## src/rtl/dws_pkg.sv

```systemverilog
package dws_pkg;

  // Settings word layout; field positions are decoded by this block
  typedef struct packed {
    logic [3:0] rsv_hi;   // [15:12]
    logic       dith;     // [11]
    logic [1:0] phase;    // [10:9]
    logic [2:0] per;      // [8:6]
    logic [1:0] src;      // [5:4]
    logic [3:0] rsv_lo;   // [3:0]
  } cfg_t;

  function automatic logic per_valid(input logic [2:0] per, input int max_per);
    return int'(per) <= max_per;
  endfunction

endpackage

```

## src/rtl/dws_src_sync.sv

```systemverilog
module dws_src_sync #(
  parameter int NEXT        = 3,
  parameter int SYNC_STAGES = 2,
  localparam int SEL_W      = $clog2(NEXT + 1)
) (
  input  logic             clk,
  input  logic             rst,
  input  logic             sw_tog,
  input  logic [NEXT-1:0]  ext_tog,
  input  logic [SEL_W-1:0] src_sel,
  output logic             lvl,
  output logic             chg,
  output logic             rise
);

  logic [NEXT:0] raw;
  logic [NEXT:0] synced;
  logic          prev_q;

  assign raw = {ext_tog, sw_tog};

  generate
    if (SYNC_STAGES > 1) begin : g_chain
      logic [SYNC_STAGES-1:0][NEXT:0] stg_q;
      always_ff @(posedge clk) begin
        if (rst) stg_q <= '0;
        else     stg_q <= {stg_q[SYNC_STAGES-2:0], raw};
      end
      assign synced = stg_q[SYNC_STAGES-1];
    end else begin : g_single
      logic [NEXT:0] stg_q;
      always_ff @(posedge clk) begin
        if (rst) stg_q <= '0;
        else     stg_q <= raw;
      end
      assign synced = stg_q;
    end
  endgenerate

  assign lvl = (int'(src_sel) <= NEXT) ? synced[src_sel] : 1'b0;

  always_ff @(posedge clk) begin
    if (rst) prev_q <= 1'b0;
    else     prev_q <= lvl;
  end

  assign chg  = lvl ^ prev_q;
  assign rise = lvl & ~prev_q;

  // a rising edge is a single-cycle event for a steady source choice

  single_rise_chk: assert property (@(posedge clk) disable iff (rst)
    rise && $stable(src_sel) |=> !rise);

endmodule

```

## src/rtl/dws_tri_gen.sv

```systemverilog
module dws_tri_gen #(
  parameter int CODE_W  = 16,
  parameter int MAX_PER = 4,
  localparam int AW     = CODE_W - 2,
  localparam int PH_W   = MAX_PER + 2,
  localparam int PR_W   = AW + PH_W
) (
  input  logic              clk,
  input  logic              rst,
  input  logic              active,
  input  logic              step,
  input  logic [1:0]        phase,
  input  logic [2:0]        per,
  input  logic [CODE_W-1:0] code_a,
  input  logic [AW-1:0]     amp,
  output logic [CODE_W-1:0] tri_val
);

  logic [PH_W-1:0] ph_q;
  logic [PH_W-1:0] qlen;
  logic [PH_W-1:0] pmask;
  logic [PH_W-1:0] rem;
  logic [PH_W-1:0] qidx;
  logic [PH_W-1:0] rr;
  logic [PR_W-1:0] prod;
  logic [AW-1:0]   mag;
  logic signed [CODE_W+1:0] sum;

  assign qlen  = PH_W'(1) << per;
  assign pmask = (PH_W'(4) << per) - PH_W'(1);
  assign rem   = ph_q & (qlen - PH_W'(1));
  assign qidx  = (ph_q & pmask) >> per;
  assign rr    = qidx[0] ? (qlen - rem) : rem;
  assign prod  = PR_W'(amp) * PR_W'(rr);
  assign mag   = AW'(prod >> per);

  always_comb begin
    if (qidx[1]) sum = $signed({2'b00, code_a}) - $signed({4'b0000, mag});
    else         sum = $signed({2'b00, code_a}) + $signed({4'b0000, mag});
    if (sum[CODE_W+1])   tri_val = '0;
    else if (sum[CODE_W]) tri_val = '1;
    else                 tri_val = sum[CODE_W-1:0];
  end

  always_ff @(posedge clk) begin
    if (rst)          ph_q <= '0;
    else if (!active) ph_q <= PH_W'(phase) << per;
    else if (step)    ph_q <= (ph_q + PH_W'(1)) & pmask;
  end

  // first step after activation starts from the selected quarter

  start_phase_chk: assert property (@(posedge clk) disable iff (rst)
    $past(!active) && active && $stable(per) |-> (ph_q >> per) == PH_W'(phase));

endmodule

```

## src/rtl/dac_wave_seq.sv

```systemverilog
module dac_wave_seq #(
  parameter int CODE_W      = 16,
  parameter int NEXT        = 3,
  parameter int SYNC_STAGES = 2,
  parameter int MAX_PER     = 4,
  localparam int AW         = CODE_W - 2
) (
  input  logic              clk,
  input  logic              rst,
  input  logic              ch_en,
  input  logic [15:0]       cfg_word,
  input  logic [CODE_W-1:0] code_a,
  input  logic [CODE_W-1:0] code_b,
  input  logic              sw_tog,
  input  logic [NEXT-1:0]   ext_tog,
  output logic [CODE_W-1:0] dac_code
);

  import dws_pkg::*;

  localparam int SEL_W = $clog2(NEXT + 1);

  cfg_t            cfg;
  logic            per_ok;
  logic            dith_act;
  logic            src_lvl;
  logic            src_chg;
  logic            src_rise;
  logic [CODE_W-1:0] tri_val;

  assign cfg      = cfg_t'(cfg_word);
  assign per_ok   = per_valid(cfg.per, MAX_PER);
  assign dith_act = ch_en & cfg.dith & per_ok;

  dws_src_sync #(
    .NEXT(NEXT), .SYNC_STAGES(SYNC_STAGES)
  ) u_sync (
    .clk(clk), .rst(rst), .sw_tog(sw_tog), .ext_tog(ext_tog),
    .src_sel(SEL_W'(cfg.src)), .lvl(src_lvl), .chg(src_chg), .rise(src_rise)
  );

  dws_tri_gen #(
    .CODE_W(CODE_W), .MAX_PER(MAX_PER)
  ) u_tri (
    .clk(clk), .rst(rst), .active(dith_act), .step(src_rise),
    .phase(cfg.phase), .per(cfg.per), .code_a(code_a),
    .amp(code_b[CODE_W-1:2]), .tri_val(tri_val)
  );

  always_ff @(posedge clk) begin
    if (rst)                                dac_code <= '0;
    else if (!ch_en || (cfg.dith && !per_ok)) dac_code <= code_a;
    else if (cfg.dith) begin
      if (src_rise) dac_code <= tri_val;
    end else if (src_chg) dac_code <= src_lvl ? code_b : code_a;
  end


  follow_a_chk: assert property (@(posedge clk) disable iff (rst)
    !ch_en |=> dac_code == $past(code_a));


  tog_hold_chk: assert property (@(posedge clk) disable iff (rst)
    ch_en && !cfg.dith && !src_chg |=> $stable(dac_code));


  dith_hold_chk: assert property (@(posedge clk) disable iff (rst)
    dith_act && !src_rise |=> $stable(dac_code));


  dith_bound_chk: assert property (@(posedge clk) disable iff (rst)
    dith_act && src_rise |=>
      (int'(dac_code) <= int'($past(code_a)) + int'($past(code_b[CODE_W-1:2]))) &&
      (int'(dac_code) + int'($past(code_b[CODE_W-1:2])) >= int'($past(code_a))));


  bad_per_chk: assert property (@(posedge clk) disable iff (rst)
    ch_en && cfg.dith && !per_ok |=> dac_code == $past(code_a));

endmodule

```

## config.mk

```make
export PLATFORM = sky130hd
export DESIGN_NAME = dac_wave_seq
export DESIGN_NICKNAME = d
export VERILOG_FILES = /design/src/rtl/dws_pkg.sv /design/src/rtl/dws_src_sync.sv /design/src/rtl/dws_tri_gen.sv /design/src/rtl/dac_wave_seq.sv
export SDC_FILE = /design/constraint.sdc
export NUM_CORES = 1
export LEC_CHECK = 0
export BUFFER_PORTS_ARGS = -buffer_cell sky130_fd_sc_hd__clkbuf_2
export CAP_MARGIN = 20
export CORE_ASPECT_RATIO = 0.8
export CORE_UTILIZATION = 40
export DETAILED_ROUTE_END_ITERATION = 16
export MAX_ROUTING_LAYER = met4
export PLACE_DENSITY = 0.56
export SLEW_MARGIN = 20
export SYNTH_ARGS = -nofsm -noshare
export SYNTH_HDL_FRONTEND = slang
export SYNTH_HIERARCHICAL = 1
export SYNTH_SLANG_ARGS = --single-unit
```

## constraint.sdc

```tcl
create_clock -name clk -period 11.15 [get_ports clk]
set_input_delay 1.115 -clock clk [delete_from_list [all_inputs] [get_ports clk]]
set_output_delay 1.115 -clock clk [all_outputs]
set_load 0.005 [all_outputs]
```

* After elaboration in Yosys (flattened, before gate mapping)
Cells that the tools add are included.
** Storage, ports and cells
- Flip-flop bits (word level) :: 31
- Word-level logic and storage cells :: 48
- Memories :: 0
- Latch bits :: 0
- Memory bits (writable) :: 0
- Memory bits (read-only) :: 0
- Output and inout port bits :: 16
** Cells by class
- Mux-type cells :: 13
- Reductions and logical operators :: 6
- Order comparisons :: 2
- $mul :: 1
- $add $sub $neg :: 6
- Shifts and indexed selects :: 5
- Bitwise gates (word level) :: 8
- Eq/ne operators :: 2
- Div/mod/pow operators :: 0
** Operator list (count)
- 16-bit two-way mux :: 7
- 14-bit by 6-bit multiplier with 20-bit output :: 1
- 20-bit by 3-bit >> shifter with 14-bit output :: 1
- 6-bit bitwise AND :: 3
- 18-bit two-way mux :: 1
- 6-bit two-way mux :: 3
- 16-bit by 14-bit adder with 17-bit output :: 1
- 16-bit by 14-bit subtractor with 17-bit output :: 1
- 6-bit by 1-bit adder with 6-bit output (second input constant) :: 1
- 1-bit by 3-bit left shift with 6-bit output (first input constant) :: 1
- 2-bit by 3-bit left shift with 6-bit output :: 1
- 3-bit by 3-bit left shift with 6-bit output (first input constant) :: 1
- 6-bit by 3-bit >> shifter with 2-bit output :: 1
- 6-bit by 1-bit subtractor with 6-bit output (second input constant) :: 1
- 6-bit by 2-bit subtractor with 6-bit output (second input constant) :: 1
- 6-bit subtractor :: 1
- 1-bit bitwise AND :: 3
- 3-bit <= comparator (second input constant) :: 1
- 2-bit by 3-bit < comparator with 1-bit output (second input constant) :: 1
- 3-bit by 1-bit inequality test with 1-bit output (second input constant) :: 1
- 3-bit nonzero test :: 1
- 1-bit binary-select mux with 2-bit select :: 1
- 1-bit zero test :: 2
- 2-bit inequality test (second input constant) :: 1
- other kinds (6) :: 6

* Longest topological paths before layout
Gate-level depths: netlist (run 1).
- Depth after elaboration :: 14
- Mapped depth :: 41

* Modules after synthesis
The synthesis (run 1) kept the hierarchy.
** Modules (own cells, without submodules)
- dws_tri_gen :: area an instance 5495.3 sq um, sequential area each 120.1 sq um, cells each 724, instances 1
- dac_wave_seq :: area an instance 972.2 sq um, sequential area each 320.3 sq um, cells each 104, instances 1
- dws_src_sync :: area an instance 286.5 sq um, sequential area each 180.2 sq um, cells each 22, instances 1

* Worst setup path after synthesis (run 1)
Ideal clock, no wire load.
- Path kind :: in2reg
- From :: input cfg_word[6]
- To :: register dac_code[5]
- Stages on the path :: 39
- Data arrival time :: 9.408 ns
- Setup time :: 0.075 ns
- Setup slack :: 1.668 ns
- Cells stage by stage :: buf_2 -> buf_1 -> clkbuf_1 -> nor3_1 -> nand2b_1 -> ha_1 -> o21ai_0 -> o21ai_0 -> a21oi_1 -> nand2_1 -> mux2i_1 -> clkbuf_1 -> nor2b_1 -> fa_1 -> inv_1 -> fa_1 -> fa_1 -> inv_1 -> [... 3 more ...] -> nor3_1 -> a2111oi_0 -> xnor2_1 -> mux2i_1 -> mux2i_1 -> mux2_2 -> ha_1 -> nor3b_1 -> o311ai_1 -> a41oi_1 -> nor2_1 -> o21ai_0 -> nor3_1 -> clkbuf_1 -> a21oi_1 -> mux2i_1 -> a32o_1 -> o22ai_1
** On the way
- Word-level cells in the longest chain between the ends :: 14
- Elaborated cells between the ends (all ways) :: 26
** RTL lines
- from (decl) :: RTL line dac_wave_seq.sv:11 : input logic [15:0] cfg_word,
- 1-bit by 3-bit left shift with 6-bit output / 3-bit by 3-bit left shift with 6-bit output (equally long branches) :: RTL line dws_tri_gen.sv:29, dws_tri_gen.sv:30
- 6-bit by 1-bit subtractor with 6-bit output / 6-bit by 2-bit subtractor with 6-bit output (equally long branches) :: RTL line dws_tri_gen.sv:31, dws_tri_gen.sv:30
- 6-bit bitwise AND (on tied branches) :: RTL line dws_tri_gen.sv:31, dws_tri_gen.sv:32
- 6-bit subtractor / 6-bit by 3-bit >> shifter with 2-bit output (equally long branches) :: RTL line dws_tri_gen.sv:33, dws_tri_gen.sv:32
- 6-bit two-way mux :: RTL line dws_tri_gen.sv:33 : assign rr = qidx[0] ? (qlen - rem) : rem;
- 14-bit by 6-bit multiplier with 20-bit output :: RTL line dws_tri_gen.sv:34 : assign prod = PR_W'(amp) * PR_W'(rr);
- 20-bit by 3-bit >> shifter with 14-bit output :: RTL line dws_tri_gen.sv:35 : assign mag = AW'(prod >> per);
- 16-bit by 14-bit adder with 17-bit output / 16-bit by 14-bit subtractor with 17-bit output (equally long branches) :: RTL line dws_tri_gen.sv:39, dws_tri_gen.sv:38
- 18-bit two-way mux * :: RTL line dws_tri_gen.sv:38 : if (qidx[1]) sum = $signed({2'b00, code_a}) - $signed({4'b0000, mag});
- 16-bit two-way mux :: RTL line dws_tri_gen.sv:41 : else if (sum[CODE_W]) tri_val = '1;
- 16-bit two-way mux * :: RTL line dws_tri_gen.sv:40 : if (sum[CODE_W+1]) tri_val = '0;
- via tri_val[5] :: RTL line dac_wave_seq.sv:29 : logic [CODE_W-1:0] tri_val;
- 16-bit two-way mux * :: RTL line dac_wave_seq.sv:54 : if (src_rise) dac_code <= tri_val;
- 16-bit two-way mux * :: RTL line dac_wave_seq.sv:53 : else if (cfg.dith) begin
- 16-bit two-way mux * :: RTL line dac_wave_seq.sv:52 : else if (!ch_en || (cfg.dith && !per_ok)) dac_code <= code_a;
- to (signal assigned) :: RTL line dac_wave_seq.sv:52
- to (signal assigned) :: RTL line dac_wave_seq.sv:54
- to (signal assigned) :: RTL line dac_wave_seq.sv:55 : end else if (src_chg) dac_code <= src_lvl ? code_b : code_a;
- to (decl) :: RTL line dac_wave_seq.sv:16 : output logic [CODE_W-1:0] dac_code
Mark *: on every way through the listed nets, which the timed path passes. The rest lies on a longest branch. The select of a mux whose other input is x is not followed.
A chain may end at the register's enable or synchronous reset.

* Worst setup path after layout (run 1)
Same ends and word-level chain as after synthesis.

==> run summary, run 1 <==
Share of cells above drive strength 1 -> 0.130
Fin Clk Skew -> 0.00864 ns
Unique cell type count in the Yosys netlist -> 74
Vias per std cell -> 5.52
Register area share after synthesis -> 0.0919
Slew @ Worst Pin -> 0.919 ns
CTS tree -> built
Post-cts resize count -> 0
Number of global-route vias before repair -> 5,900
Register Area -> 621 µm²
Crit Path Class -> in -> reg
Critical Path Sink Type -> flop
CP Data Required Time -> 11.35 ns
Nets@finish -> 1,059
Dpl hpwl -> 14,100 µm
DIE AREA -> 0.0174 mm²
Vias -> 6,126
Max frequency -> 0.100 GHz
Final wirelength -> 17,700 µm
Max-cap viol count -> 0
Worst path buffer plus inverter count -> 3
Cell taking the most area after synthesis -> fa_1
Pwr dens -> 82.8 mW/mm²
Cell at the slowest stage of the critical path -> fa_1
Root Buffer -> clkbuf_16
GRT Total Usage -> 0.218
Worst-path maximum fanout -> 24
Fillers -> 1,692
Ys flop type -> dfxtp_1
DRT Pass-1 Iters -> 11
Top post-synthesis cells by area -> fa_1, ha_1, dfxtp_1
Cts hold-fix bufs -> 0
Mapped Nets -> 1,020
Initial antenna violation count -> 0
First-pass GRT wire length -> 30,200 µm
FP Rows -> 42
CP top delay family -> compound AO/OA/AOI/OAI gates
Syn avg cell area -> 7.95 µm²
Relative slew slack -> 0.384
Total power -> 612 µW
Worst hold path type -> reg -> reg
Mapped Area -> 0.00675 mm²
# DRC -> 1
Pin count of the biggest net entering global routing -> 37
Htree depth -> 2
Unrepaired setup endpoints after global routing -> false
Worst IR Drop VDD -> 0.0604 mV
Setup crit start kind -> primary input
Core area -> 0.0166 mm²
Port-buffer cells -> 62
Setup tns final -> 0 ns
Initial Util -> 0.408
# IOs -> 71
Lkg Pwr -> 3.30 nW
Layout area overhead -> 9.36%
Ant diodes -> 0
Setup Buffers After CTS -> 0
Initial drt markers -> 321
Setup violators final -> 0
Tmin final -> 10.0 ns
Multi-input logic area -> 0.00556 mm²
Top-area cell type share of the netlist area -> 0.151
Commonest cells post-synth -> inv_1, nand2_1, ha_1, a21oi_1, nor2b_1
Worst-path clk slew -> 0.05 ns
Clock buffer depth -> 2
Status -> finished with violations
Worst-Skew Late Latency -> 0.29 ns
CTS sink count -> 31
CP Data Arrival Time -> 10.20 ns
FF+latch count, synth -> 31
Final hold vios -> 0
Top-count cell post-synth -> inv_1
Failing checks -> DRC
Post-synth ARST share -> 0
Largest stage delay on the critical path -> 0.56 ns
GRT overflow -> 0
Die Y -> 118 µm
Die W -> 147 µm
Gate count of the mapped netlist -> 850
CTS Buf Count -> 5
Fin crit share -> 0.897
Fin. max-slew vios -> 0
Ys Warns -> 6
EDFF count, synth -> 0
Detail Route Antenna Nets -> 0
GP Congestion -> 0.925
Wire length per cell -> 15.9 µm
## registers in the layout (all words and copies together), names as in the netlist
| signal | cells |
|---|---|
| u_sync/g_chain.stg_q | 4 |
| u_tri/ph_q | 6 |
| u_sync/synced | 4 |
| dac_code | 16 |
| u_sync/prev_q | 1 |
## power by group
part | internal (mW) | total, mW | switching (mW) | leakage (nW)
sequential | 0.120 | 0.126 | 0.00563 | 0.256
combinational | 0.137 | 0.322 | 0.185 | 2.96
clock | 0.111 | 0.164 | 0.0532 | 0.0868
total | 0.368 | 0.612 | 0.244 | 3.30
## cell families (layout without fill, tap and decap cells)
group,Yosys count,count (layout),share of synthesized area
AND/OR/NAND/NOR,249,249,0.189
AO/OA/AOI/OAI,236,236,0.244
buffers and inverters,139,179,0.0865
adder cells (fa/ha/maj),115,115,0.270
multiplexers,47,47,0.0767
XOR/XNOR,33,33,0.0428
flip-flops,31,31,0.0919
## worst paths after layout
check | from | endpoint | slack [ns] | depth (start not counted)
hold / removal | u_sync/g_chain.stg_q[3] | u_sync/synced[3] | 0.44 | 1
hold reg to reg | u_sync/g_chain.stg_q[3] | u_sync/synced[3] | 0.44 | 1
setup reg to reg | u_tri/ph_q[0] | dac_code[5] | 1.85 | 32
setup / recovery | cfg_word[6] | dac_code[5] | 1.15 | 34
## cell type report
class / count / area share
Clock buffer: 6 / 0.0188
Clock inverter: 2 / 0.00474
Inverter: 98 / 0.0498
Multi-Input combinational cell: 680 / 0.752
Sequential cell: 31 / 0.0840
Tap cell: 220 / 0.0373
Timing Repair Buffer: 73 / 0.0532
## routing by layer
layer | part of all wire | vias to the layer above | track usage | wire length [µm]
met3 | 0.045 | 8 | 0.0336 | 800
met5 | 0 | - | - | 0
li1 | - | 3073 | - | -
met4 | 0.0058 | 0 | 0.0245 | 102
met2 | 0.43 | 127 | 0.332 | 7680
met1 | 0.51 | 2918 | 0.313 | 9100
## metrics by stage
stage / cells / area [µm²] / hold WS [ns] / setup slack [ns] / utilization
global placement: 1102 / 7210 / 0.419 / 0.884 / 0.436
finish: 1110 / 7390 / 0.436 / 1.15 / 0.446
global route: 1110 / 7390 / 0.449 / 0.394 / 0.446
floorplan: 850 / 6750 / 0.414 / 1.67 / -
CTS: 1110 / 7390 / 0.437 / 1.14 / 0.446
detailed placement: 1102 / 7210 / 0.424 / 0.874 / 0.436
## layout by cell type, fill, tap and decap left out, types with 13 or more instances in the layout
| cell type | netlist | final |
|---|---|---|
| ha_1 | 64 | 64 |
| nor3_1 | 14 | 14 |
| o22ai_1 | 17 | 17 |
| clkbuf_2 | 0 | 62 |
| mux2i_1 | 30 | 30 |
| mux2_2 | 14 | 14 |
| nand3_1 | 13 | 13 |
| dfxtp_1 | 31 | 31 |
| o221ai_1 | 18 | 18 |
| xnor2_1 | 19 | 19 |
| o21ai_0 | 40 | 40 |
| nor2b_1 | 53 | 53 |
| inv_1 | 96 | 96 |
| nand2_1 | 65 | 65 |
| and2_1 | 22 | 22 |
| o32a_1 | 15 | 15 |
| xor2_1 | 14 | 14 |
| fa_1 | 51 | 51 |
| nor2_1 | 44 | 44 |
| a21oi_1 | 55 | 55 |
| nand2b_1 | 16 | 16 |
## worst reg2reg max path, delay by kind of cell (launching register included)
family                     cells  cell delay (ns)
DFF                            1             0.58
and+or+nand+nor                6             1.49
xor gates and xnor gates       1             0.16
AOI/OAI and AO/OA             13             2.86
buffers and inverters          1             0.04
adders and majority gates      5             2.34
muxes                          6             1.72
Note: power is estimated with default switching activity, not from simulation.
==> run 2, diff against run 1 <==
==> constraint.sdc (replaced) <==
create_clock -name clk -period 12.4 [get_ports clk]
set_input_delay 1.24 -clock clk [delete_from_list [all_inputs] [get_ports clk]]
set_output_delay 1.24 -clock clk [all_outputs]
set_load 0.005 [all_outputs]
==> run summary, run 2 (synthesized netlist as in run 1, its figures left out) <==
Status -> finished clean
Crit Path Class -> in -> reg
Relative slew slack -> 0.413 (+0.0290)
Clk pwr share -> 0.269 (about the same)
Cell at the slowest stage of the critical path -> fa_1
Detail Route Antenna Nets -> 0 (unchanged)
Cts hold-fix bufs -> 0 (unchanged)
Vias -> 6,118 (-0.13%)
Switching Fraction -> 0.400 (+0.000757)
Setup Buffers After CTS -> 0 (unchanged)
Final worst setup slack -> 2.02 ns (+0.870 ns)
Register Area -> 621 µm² (unchanged)
Ant diodes -> 0 (unchanged)
Fin crit share -> 0.837
CTS sink count -> 31 (unchanged)
Pin count of the biggest net entering global routing -> 41 (+11%)
Setup crit start kind -> primary input
Htree depth -> 2 (unchanged)
Max frequency -> 0.0963 GHz
Final wirelength -> 17,700 µm (+0.13%)
Fillers -> 1,729 (+2.2%)
Register with the most flip-flops -> dac_code
Commonest non-fill, non-tap cell in the layout -> inv_1
Number of global-route vias before repair -> 5,956 (+0.95%)
Slew @ Worst Pin -> 0.876 ns (-0.0433 ns)
Share of cells above drive strength 1 -> 0.130 (unchanged)
Nets@finish -> 1,059 (unchanged)
Setup violators final -> 0 (unchanged)
Wire length per cell -> 16.0 µm (+0.13%)
P_int -> 331 µW (-10%)
Worst hold path depth -> 1 (unchanged)
DIE AREA -> 0.0174 mm² (unchanged)
Pwr dens -> 74.6 mW/mm² (-10%)
# IOs -> 71 (unchanged)
Die W -> 147 µm (unchanged)
Largest stage delay on the critical path -> 0.60 ns (+0.04 ns)
Root Buffer -> clkbuf_16
Initial Util -> 0.408 (unchanged)
Largest regs -> dac_code: 16 flops, u_tri/ph_q: 6 flops
R2R cell count -> 33 (+3.1%)
GRT overflow -> 0 (unchanged)
Worst hold path type -> reg -> reg
Worst IR Drop VDD -> 0.0434 mV (-28%)
Lkg Pwr -> 3.30 nW (unchanged)
Max-cap viol count -> 0 (unchanged)
Initial antenna violation count -> 0 (unchanged)
First-pass GRT wire length -> 30,000 µm (-0.80%)
Die Y -> 118 µm (unchanged)
Final hold vios -> 0 (unchanged)
Number of flip-flops in the largest register -> 16 (unchanged)
Commonest cells after routing, fill and taps aside -> inv_1, nand2_1, ha_1, clkbuf_2, a21oi_1
Layout area overhead -> 9.36% (unchanged)
GP Congestion -> 0.919 (-0.61%)
Initial drt markers -> 289 (-10%)
FF-to-FF End -> dac_code[5]
Hold path startpoint -> u_sync/g_chain.stg_q[2]
Clock buffer depth -> 2 (unchanged)
Total power -> 551 µW (-10%)
Sequential share of power -> 0.205 (about the same)
GRT Total Usage -> 0.217 (-0.00105)
FF-to-FF Start -> u_tri/ph_q[0]
Worst-Skew Late Latency -> 0.29 ns (about the same)
Setup tns final -> 0 ns (unchanged)
Multi-input logic area -> 0.00556 mm² (unchanged)
DRT Pass-1 Iters -> 5 (-6)
Post-cts resize count -> 0 (unchanged)
CP Data Required Time -> 12.60 ns (+1.25 ns)
Dpl hpwl -> 14,200 µm (+0.47%)
Fin Clk Skew -> 0.0126 ns (+0.00393 ns)
Pre-CTS setup slack -> 1.80 ns (+0.923 ns)
CTS tree -> built
Worst-path clk slew -> 0.05 ns (about the same)
Unrepaired setup endpoints after global routing -> false
Vias per std cell -> 5.51 (-0.13%)
# DRC -> 0 (-1)
R2R setup slack -> 2.89 ns (+1.04 ns)
Core area -> 0.0166 mm² (unchanged)
Critical Path Sink Type -> flop
Worst-path maximum fanout -> 40 (+67%)
Tmin final -> 10.38 ns
Min-Delay Endpoint -> u_sync/synced[2]
CP Data Arrival Time -> 10.58 ns (+0.38 ns)
Logic pwr share -> 0.526 (about the same)
FP Rows -> 42 (unchanged)
CTS Buf Count -> 5 (unchanged)
Switch Pwr -> 220 µW (-9.8%)
Fin. max-slew vios -> 0 (unchanged)
Port-buffer cells -> 62 (unchanged)
==> run 2: worst max-delay path by stage <==
stage	slack (ns)	start	depth (start not counted)	endpoint
global placement	1.86	cfg_word[8]	35	dac_code[5]
detailed placement	1.80	cfg_word[8]	36	dac_code[2]
finish	2.02	cfg_word[8]	36	dac_code[5]
CTS	2.03	cfg_word[8]	36	dac_code[5]
global route	1.26	cfg_word[8]	35	dac_code[5]
floorplan	2.79	cfg_word[6]	39	dac_code[5]
==> run 2: area by class of cell <==
class                   count  share of cell area
inverters                  98              0.0498
clock buffers               6              0.0188
clock inverters             2             0.00474
flip-flops and latches     31              0.0840
repair buffers             73              0.0532
well taps                 220              0.0373
multi-input cells         680               0.752
==> run 2: critical path: cells and delay by family <==
family          cells  cell delay (ns)
fa+ha+maj           6             2.72
mux                 4             0.84
compound gates     14             3.16
xor+xnor            1             0.17
buf+inv             3             0.57
simple gates        8             1.86
==> run 2: metal layers <==
layer / vias to the layer above / global-route usage / share of wire
met3: 11 / 0.0255 / 0.037
met1: 2917 / 0.308 / 0.52
met4: 0 / 0.0264 / 0.0053
met2: 119 / 0.339 / 0.44
li1: 3071 / - / -
met5: - / - / 0
==> run 2: power groups by stage <==
stage | Combinational [mW] | Sequential (mW) | Clock (mW)
2_1_floorplan | 0.216 | 0.114 | 0
3_3_place_gp | 0.286 | 0.115 | 0
3_5_place_dp | 0.286 | 0.115 | 0
4_1_cts | 0.288 | 0.113 | 0.152
5_1_grt | 0.325 | 0.114 | 0.157
6_report | 0.290 | 0.113 | 0.148
==> run 2: metrics by stage <==
| stage | std cells | hold WS [ns] | cell area [µm²] | util |
|---|---|---|---|---|
| after detailed placement | 1102 | 0.429 | 7210 | 0.436 |
| after CTS | 1110 | 0.440 | 7390 | 0.446 |
| after global routing | 1110 | 0.457 | 7390 | 0.446 |
| after floorplan | 850 | 0.414 | 6750 | - |
| final | 1110 | 0.433 | 7390 | 0.446 |
| after global placement | 1102 | 0.417 | 7210 | 0.436 |
==> run 3, diff against run 2 <==
==> constraint.sdc (replaced) <==
create_clock -name clk -period 10.1 [get_ports clk]
set_input_delay 1.01 -clock clk [delete_from_list [all_inputs] [get_ports clk]]
set_output_delay 1.01 -clock clk [all_outputs]
set_load 0.005 [all_outputs]
==> run summary, run 3 (synthesized netlist as in run 1, its figures left out) <==
Status -> finished clean
Unrepaired setup endpoints after global routing -> false
Setup tns final -> 0 ns (unchanged)
Final wirelength -> 17,700 µm (about the same)
DP Cell Count -> 1,105 (+0.27%)
Worst-Skew Late Latency -> 0.28 ns (about the same)
Critical Path Sink Type -> flop
GRT Total Usage -> 0.216 (-0.00106)
Initial antenna violation count -> 0 (unchanged)
Worst IR Drop VDD -> 0.0598 mV (+38%)
Detail Route Antenna Nets -> 0 (unchanged)
Vias per std cell -> 5.58 (+1.2%)
R2R setup slack -> 1.13 ns (-1.76 ns)
Met3 wire len -> 877 µm (+35%)
Die W -> 147 µm (unchanged)
Wire length per cell -> 15.9 µm (-0.28%)
# IOs -> 71 (unchanged)
Largest regs -> dac_code: 16 flops, u_tri/ph_q: 6 flops
CP Data Arrival Time -> 9.57 ns (-1.01 ns)
Ant diodes -> 0 (unchanged)
CTS sink count -> 31 (unchanged)
Setup Buffers After CTS -> 0 (unchanged)
Fillers -> 1,708 (-1.2%)
Nets@finish -> 1,062 (+0.28%)
GRT overflow -> 0 (unchanged)
DIE AREA -> 0.0174 mm² (unchanged)
Pin count of the biggest net entering global routing -> 28 (-32%)
Largest stage delay on the critical path -> 0.55 ns (-0.05 ns)
Fin Clk Skew -> 0.00523 ns (-0.00735 ns)
CP Data Required Time -> 10.30 ns (-2.30 ns)
Initial drt markers -> 349 (+21%)
Max frequency -> 0.107 GHz
Vias -> 6,206 (+1.4%)
Htree depth -> 2 (unchanged)
Met2 wire len -> 7680 µm (-0.36%)
Dpl hpwl -> 14,300 µm (+0.36%)
Commonest cells after routing, fill and taps aside -> inv_1, nand2_1, ha_1, clkbuf_2, a21oi_1
Setup violators final -> 0 (unchanged)
CTS Buf Count -> 5 (unchanged)
Commonest non-fill, non-tap cell in the layout -> inv_1
Final std cells w/o fill -> 1,113 (+0.27%)
First-pass GRT wire length -> 29,900 µm (-0.11%)
Cell at the slowest stage of the critical path -> fa_1
Fin crit share -> 0.928
GP Congestion -> 0.914 (-0.60%)
Tmin final -> 9.37 ns
Worst hold path type -> reg -> reg
Setup crit start kind -> primary input
Fin. max-slew vios -> 0 (unchanged)
Register with the most flip-flops -> dac_code
Core Util, Final -> 0.448 (+0.00189)
Worst-path maximum fanout -> 14 (-65%)
Lkg Pwr -> 3.31 nW (+0.28%)
Share of cells above drive strength 1 -> 0.135 (+0.00516)
Cts hold-fix bufs -> 0 (unchanged)
Max-cap viol count -> 0 (unchanged)
Worst-path clk slew -> 0.05 ns (about the same)
Register Area -> 621 µm² (unchanged)
Multi-input logic area -> 0.00556 mm² (+0.16%)
Number of global-route vias before repair -> 5,975 (+0.32%)
Port-buffer cells -> 62 (unchanged)
Die Y -> 118 µm (unchanged)
CTS tree -> built
Post-cts resize count -> 0 (unchanged)
Pwr dens -> 91.1 mW/mm² (+22%)
Clock buffer depth -> 2 (unchanged)
Crit Path Class -> in -> reg
Core area -> 0.0166 mm² (unchanged)
Layout area overhead -> 9.82%
FP Rows -> 42 (unchanged)
DRT Pass-1 Iters -> 5 (unchanged)
Number of flip-flops in the largest register -> 16 (unchanged)
M1 WL -> 9000 µm (-2.8%)
Root Buffer -> clkbuf_16
# DRC -> 0 (unchanged)
Initial Util -> 0.408 (unchanged)
Relative slew slack -> 0.400 (-0.0128)
Highest routed layer -> met4
Min Hold Slack -> 0.435 ns (+0.00162 ns)
Slew @ Worst Pin -> 0.895 ns (+0.0191 ns)
Final hold vios -> 0 (unchanged)
run 3: cell count changes in the layout (fill, tap and decap cells not counted):
cell,before,now
buf_4,11,14
nand3_1,13,12
nand3_2,0,1
mux2i_1,30,29
mux2i_2,0,1
run 3: final cells by class:
| cell class | instances | area share |
|---|---|---|
| multi-input cells | 680 | 0.750 |
| flip-flops and latches | 31 | 0.0837 |
| repair buffers | 76 | 0.0560 |
| inverters | 98 | 0.0496 |
| well taps | 220 | 0.0371 |
| clock buffers | 6 | 0.0187 |
| clock inverters | 2 | 0.00472 |
run 3: power by group:
group	internal (mW)	leakage, nW	switching [mW]
sequential	0.132	0.256	0.00639
clock	0.123	0.0868	0.0584
combinational	0.152	2.97	0.204
run 3: per-stage QoR:
| stage | total power [mW] | area, µm² | worst slack [ns] |
|---|---|---|---|
| after floorplan | 0.406 | 6750 | 0.723 |
| after global placement | 0.492 | 7230 | 0.384 |
| after detailed placement | 0.492 | 7230 | 0.353 |
| after CTS | 0.677 | 7410 | 0.582 |
| after global routing | 0.731 | 7420 | 0.0639 |
| final | 0.676 | 7420 | 0.726 |
run 3: worst max-delay path: cells and delay by family:
| family | cells | cell delay (ns) |
|---|---|---|
| buf+inv | 5 | 0.69 |
| fa+ha+maj | 6 | 2.63 |
| xor+xnor | 1 | 0.17 |
| compound gates | 14 | 2.69 |
| simple gates | 8 | 1.50 |
| mux | 4 | 0.88 |
run 3: metal layers:
layer | vias up | global-route usage
met1 | 2967 | 0.307
met4 | 0 | 0.0258
li1 | 3079 | -
met3 | 14 | 0.0313
met2 | 146 | 0.332
met5 | - | -
run 3: worst paths after layout:
path	from	to	depth (start not counted)
max	cfg_word[7]	dac_code[5]	38
min	u_sync/g_chain.stg_q[3]	u_sync/synced[3]	1
max reg2reg	u_tri/ph_q[0]	dac_code[5]	34
min reg2reg	u_sync/g_chain.stg_q[3]	u_sync/synced[3]	1
